$ cat config.mk
export PLATFORM = sky130hd
export DESIGN_NAME = cpu_supervisor
export DESIGN_NICKNAME = d
export VERILOG_FILES = /design/src/rtl/cpu_supervisor.sv
export SDC_FILE = /design/constraint.sdc
export NUM_CORES = 1
export LEC_CHECK = 0
export CORE_MARGIN = 2
export CORE_UTILIZATION = 35
export DETAILED_ROUTE_END_ITERATION = 12
export GPL_ROUTABILITY_DRIVEN = 0
export HOLD_SLACK_MARGIN = 0.12
export PLACE_DENSITY = 0.59
export SYNTH_ARGS = -nofsm -noshare
export SYNTH_HDL_FRONTEND = slang
export SYNTH_SLANG_ARGS = --single-unit
export TNS_END_PERCENT = 5
$ cat constraint.sdc
create_clock -name clk -period 4.8 [get_ports clk]
set_input_delay 0.48 -clock clk [delete_from_list [all_inputs] [get_ports clk]]
set_output_delay 0.48 -clock clk [all_outputs]
set_load 0.02 [all_outputs]
$ cat src/rtl/cpu_supervisor.sv
module cpu_supervisor #(
  parameter int unsigned HOLD_CYCLES = 50_000_000,
  parameter int unsigned WD_CYCLES   = 400_000_000
) (
  input  logic clk,
  input  logic srst,
  input  logic supply_ok,
  input  logic mr_n,
  input  logic wd_strobe,
  input  logic wd_en,
  output logic rst_n_o,
  output logic rst_o,
  output logic wd_n_o
);
  localparam int HW = $clog2(HOLD_CYCLES + 1);
  localparam int WW = $clog2(WD_CYCLES + 1);
  localparam logic [HW-1:0] HOLD_LAST = HW'(HOLD_CYCLES - 1);
  localparam logic [WW-1:0] WD_LAST   = WW'(WD_CYCLES - 1);

  logic mr_q1, mr_q2;
  logic stb_q1, stb_q2, stb_q3;
  logic [HW-1:0] hold_cnt;
  logic [WW-1:0] wd_cnt;
  logic rel_q, act_q, wd_exp;

  always_ff @(posedge clk) begin
    if (srst) begin
      mr_q1  <= 1'b1;
      mr_q2  <= 1'b1;
      stb_q1 <= 1'b0;
      stb_q2 <= 1'b0;
      stb_q3 <= 1'b0;
    end else begin
      mr_q1  <= mr_n;
      mr_q2  <= mr_q1;
      stb_q1 <= wd_strobe;
      stb_q2 <= stb_q1;
      stb_q3 <= stb_q2;
    end
  end

  wire cause  = !supply_ok || !mr_q2;
  wire stb_ev = stb_q2 ^ stb_q3;
  wire wd_clr = !rel_q || !wd_en || stb_ev;

  always_ff @(posedge clk) begin
    if (srst || cause) begin
      hold_cnt <= '0;
      rel_q    <= 1'b0;
      act_q    <= 1'b1;
    end else if (!rel_q) begin
      if (hold_cnt == HOLD_LAST) begin
        rel_q <= 1'b1;
        act_q <= 1'b0;
      end else begin
        hold_cnt <= hold_cnt + HW'(1);
      end
    end
  end

  always_ff @(posedge clk) begin
    if (srst || wd_clr) begin
      wd_cnt <= '0;
      wd_exp <= 1'b0;
    end else if (!wd_exp) begin
      if (wd_cnt == WD_LAST) wd_exp <= 1'b1;
      else                   wd_cnt <= wd_cnt + WW'(1);
    end
  end

  assign rst_n_o = rel_q;
  assign rst_o   = act_q;
  assign wd_n_o  = supply_ok && !wd_exp;
endmodule

# Word level (Yosys, flattened, before mapping)
# Cells that the tools add are included.
[classes]
add_sub_neg = 2
n_eq_ne = 2
n_mux = 4
n_bitwise = 5
n_reduce_logical = 14
[ops]
columns = ["op", "n"]
rows = [
  ["adder 29 x 1 -> 29 bit (second input constant)", 1],
  ["equality test 29 bit (second input constant)", 1],
  ["adder 26 x 1 -> 26 bit (second input constant)", 1],
  ["equality test 26 bit (second input constant)", 1],
  ["AND reduction 2 bit", 3],
  ["zero test 1 bit", 5],
  ["logical OR 1 bit", 5],
  ["two-way mux 1 bit", 4],
  ["NOT 1 bit", 4],
  ["logical AND 1 bit", 1],
  ["bitwise XOR 1 bit", 1],
]
[totals]
ff_bits = 63
inputBits = 6
output_inout_bits = 3
word_cells = 37

# Depth between registers and ports, before layout
[depth]
ltp_word = 4
mapped_depth = 7
ltp_nobuf = 6

# Least setup slack after synthesis
# No wires, ideal clock.
[synth_path]
path_type = "register to register"
from = "reg rel_q, in the netlist rst_n_o"
to = "reg wd_cnt[7]"
setup_ns = 0.059
arrival_ns = 1.691
t_required_ns = 4.741
path_slack_ns = 3.050
path_stages_with_launch = 7
path_buffers = 2
synth_period_minus_slack_ns = 1.750
path_cell_list = "dfxtp_1 -> buf_2 -> nand3_1 -> or2_0 -> clkbuf_1 -> or4_1 -> nand2_1"
[synth_between]
elab_chain_cells = 4
[synth_rtl]
columns = ["item", "line", "text"]
rows = [
  ["start: declaration", "24", "logic rel_q, act_q, wd_exp;"],
  ["start signal: assignment", "49", "rel_q <= 1'b0;"],
  ["start signal: assignment", "53", "rel_q <= 1'b1;"],
  ["zero test 1 bit", "-", ""],
  ["logical OR 1 bit (2 in a row)", "44", "wire wd_clr = !rel_q || !wd_en || stb_ev;"],
  ["logical OR 1 bit", "62", "if (srst || wd_clr) begin"],
  ["end signal: assignment", "67", "else wd_cnt <= wd_cnt + WW'(1);"],
  ["end: declaration", "23", "logic [WW-1:0] wd_cnt;"],
]
# Every way passes these cells.
# A chain may end at the register's enable or synchronous reset.

# Worst setup path after layout
[layout_path]
from = "in supply_ok"
to = "out wd_n_o"
[layout_between]
elab_chain_cells = 1
[layout_rtl]
columns = ["item", "line", "text"]
rows = [
  ["start: declaration", "7", "input logic supply_ok,"],
  ["logical AND 1 bit", "73", "assign wd_n_o = supply_ok && !wd_exp;"],
  ["end: declaration", "13", "output logic wd_n_o"],
]
# Every way passes these cells.

==> impl_metrics.tcl <==
set metrics [dict create \
    p_leak_nw 1.05 \
    ys_dominant_reg_cell "dfxtp_1" \
    synthArstFlopShare_pct 0 \
    vias 2407 \
    worst_skew_pair.late_latency_ps 330 \
    route.detailed.drc 0 \
    maxSlewHeadroom_pct 43.4 \
    die_w_um 97.0 \
    yosys.area.top_type "dfxtp_1" \
    place_ws_ps 2560 \
    grt_first_pass_wirelength_um 10500 \
    antennaDiodeCount 0 \
    crit-reg2reg-launch "hold_cnt[0]" \
    finalCritPeriodShare_pct 46.3 \
    rsz0062_at_grt "no" \
    core_um2 8300 \
    r2r_setup_slack_ps 2690 \
    whs_endpoint "mr_q2" \
    hold_ws_ps 421 \
    finalMaxSlewViolations 0 \
    syn_to_final_growth_pct 11.9 \
    post_cts_resized 0 \
    portBuffers 8 \
    routed_via_density 5.20 \
    synth-seq-cells 63 \
    ir_worst_vdd_uv 141 \
    status "finished, final reports clean" \
    clockRootBuffer "clkbuf_8" \
    drive_gt1_share_pct 9.22 \
    startpoint_type "primary input" \
    avgSynthCellArea_um2 8.77 \
    hold_violations 0 \
    hp-start "mr_q1" \
    worstSetupEndpointType "primary output" \
    largest-register "wd_cnt" \
    drt_iter0_drc 90 \
    maxCapViolations 0 \
    routedWlPerCell_um 12.9 \
    antenna_found_initial 0 \
    die_h_um 97.0 \
    setup_violations 0 \
    pin_count 9 \
    final_antenna_net_count 0 \
    final_nets 362 \
    min_period_ps 2220 \
    min_delay_path_depth 1 \
    worst_pin_slew_ps 843 \
    fin_ws_ps 2580 \
    tns_ps 0 \
    clock-sinks 63 \
    grt_pass1_vias 2223 \
    clkTransAtPathRegs_ps 60 \
    cts_buffer_depth 2 \
    first_pass_iters 4 \
    reg2reg_to "hold_cnt[7]" \
    cts_tree "done" \
    cts_setup_buffers 0 \
    cp.required_ps 4320 \
    crit_arrival_ps 1740 \
    reg.largest.list "wd_cnt (29), hold_cnt (26)" \
    rows 33 \
    dp_hpwl_um 4210 \
    synth_edf_count 0 \
    netlist_area_um2 3030 \
    yosysWarnings 0 \
    largest_reg_flops 29 \
    reg2reg_depth 6 \
    grt_max_degree 29 \
    power_density_nw_per_um2 294 \
    netlist_top_cells_area "dfxtp_1 42%, xnor2_1 6.4%, nor2_1 5.6%" \
    path_max_fanout 2 \
    critical_path_class "primary input to primary output" \
    die_area_um2 9410 \
    synth_cell_types 51 \
    gr-total-overflow 0 \
    track_usage_pct 13.5 \
    htree_levels 3 \
    syn_nets 353 \
    synthCells 345 \
    initial_core_util_pct 36.5 \
    placed_cells 448 \
    min_path_type "flop to flop" \
    fmax_mhz 450 \
    ctsHoldBuffers 0 \
    clock_skew_ps 9.68 \
    total_power_mw 0.997 \
    yosysSeqAreaShare_pct 41.7 \
    fin_cells 463 \
    wirelength_um 5960 \
    cts_buffers 9 \
    yosysTopAreaCellShare_pct 41.7 \
]
[stage by stage]
stage	area (µm²)	utilization, %
after floorplan	3030	-
after global placement	3190	38.5
after detailed placement	3190	38.5
after CTS	3390	40.8
after global routing	3390	40.8
final	3390	40.8
[metal layers]
layer	up-vias	track usage (%)	share of wire, %
met4	0	6.83	1.4
met5	-	0	0
met3	7	2.60	2.2
met1	1124	20.5	54
met2	28	17.9	42
li1	1248	-	-
[power by group]
part	switching [mW]	total [mW]	internal, mW
Combinational	0.00869	0.0162	0.00748
Clock	0.192	0.454	0.262
Sequential	0.00146	0.527	0.525
Total	0.202	0.997	0.795
[worst max path at each step]
stage	to	slack, ps	start
final	wd_n_o	2580	supply_ok
after global routing	hold_cnt[4]	2500	hold_cnt[0]
after CTS	wd_n_o	2560	supply_ok
after detailed placement	wd_n_o	2560	supply_ok
after global placement	wd_n_o	2560	supply_ok
after floorplan	wd_cnt[7]	3050	rst_n_o
[layout by cell type, fill, tap and decap left out, types with 2 or more instances in the layout]
cell type and n:
a21oi_1 13, dfxtp_1 63, nor3_1 10, nand2_1 24, nor4_1 5, clkdlybuf4s50_1 8
nor2b_1 6, nor2_1 45, and4b_1 2, xnor2_1 22, clkinv_2 3, o211ai_1 3
a31o_1 2, and4_1 4, clkbuf_8 11, nand4_1 19, a211oi_1 3, and3_1 4
nand4b_1 3, inv_1 10, nor4bb_1 2, nor4_4 2, or4_1 3, xor2_1 15
nand3b_1 2, o21ai_0 6, nor4b_1 3, nor4_2 2, or2_2 3, nand3_1 17
and2_1 6, ha_1 2, o31ai_2 2, or3_1 9, o21ai_1 6, a21oi_2 3
[cell families (layout without fill, tap and decap cells)]
logic type | count (synthesis) | after routing | share of synthesized area (%)
AO/OA/AOI/OAI | 43 | 43 | 9.26
XOR/XNOR | 37 | 37 | 10.7
adder cells (fa/ha/maj) | 2 | 2 | 0.827
buffers and inverters | 21 | 34 | 3.02
flip-flops | 63 | 63 | 41.7
AND/OR/NAND/NOR | 179 | 179 | 34.5
[synth_stat cells, types with 9 or more instances]
| cell type | count |
|---|---|
| xor2_1 | 15 |
| nor3_1 | 10 |
| a21oi_1 | 13 |
| nand3_1 | 17 |
| nor2_1 | 45 |
| or3_1 | 9 |
| nand2_1 | 24 |
| nand4_1 | 19 |
| xnor2_1 | 22 |
| inv_1 | 10 |
| dfxtp_1 | 63 |
[final cells by class]
| type | instances | area (µm²) |
|---|---|---|
| fillers | 823 | 4910 |
| multi-input cells | 261 | 1670 |
| flip-flops and latches | 63 | 1260 |
| clock buffers | 11 | 151 |
| well taps | 105 | 131 |
| repair buffers | 9 | 87.6 |
| clock inverters | 4 | 45.0 |
| inverters | 10 | 37.5 |
[critical path: stages]
cell and delay, ps:
clkdlybuf4s50_1 500, nor2b_1 150, clkdlybuf4s50_1 610
Power figures use the tool's default switching activity.
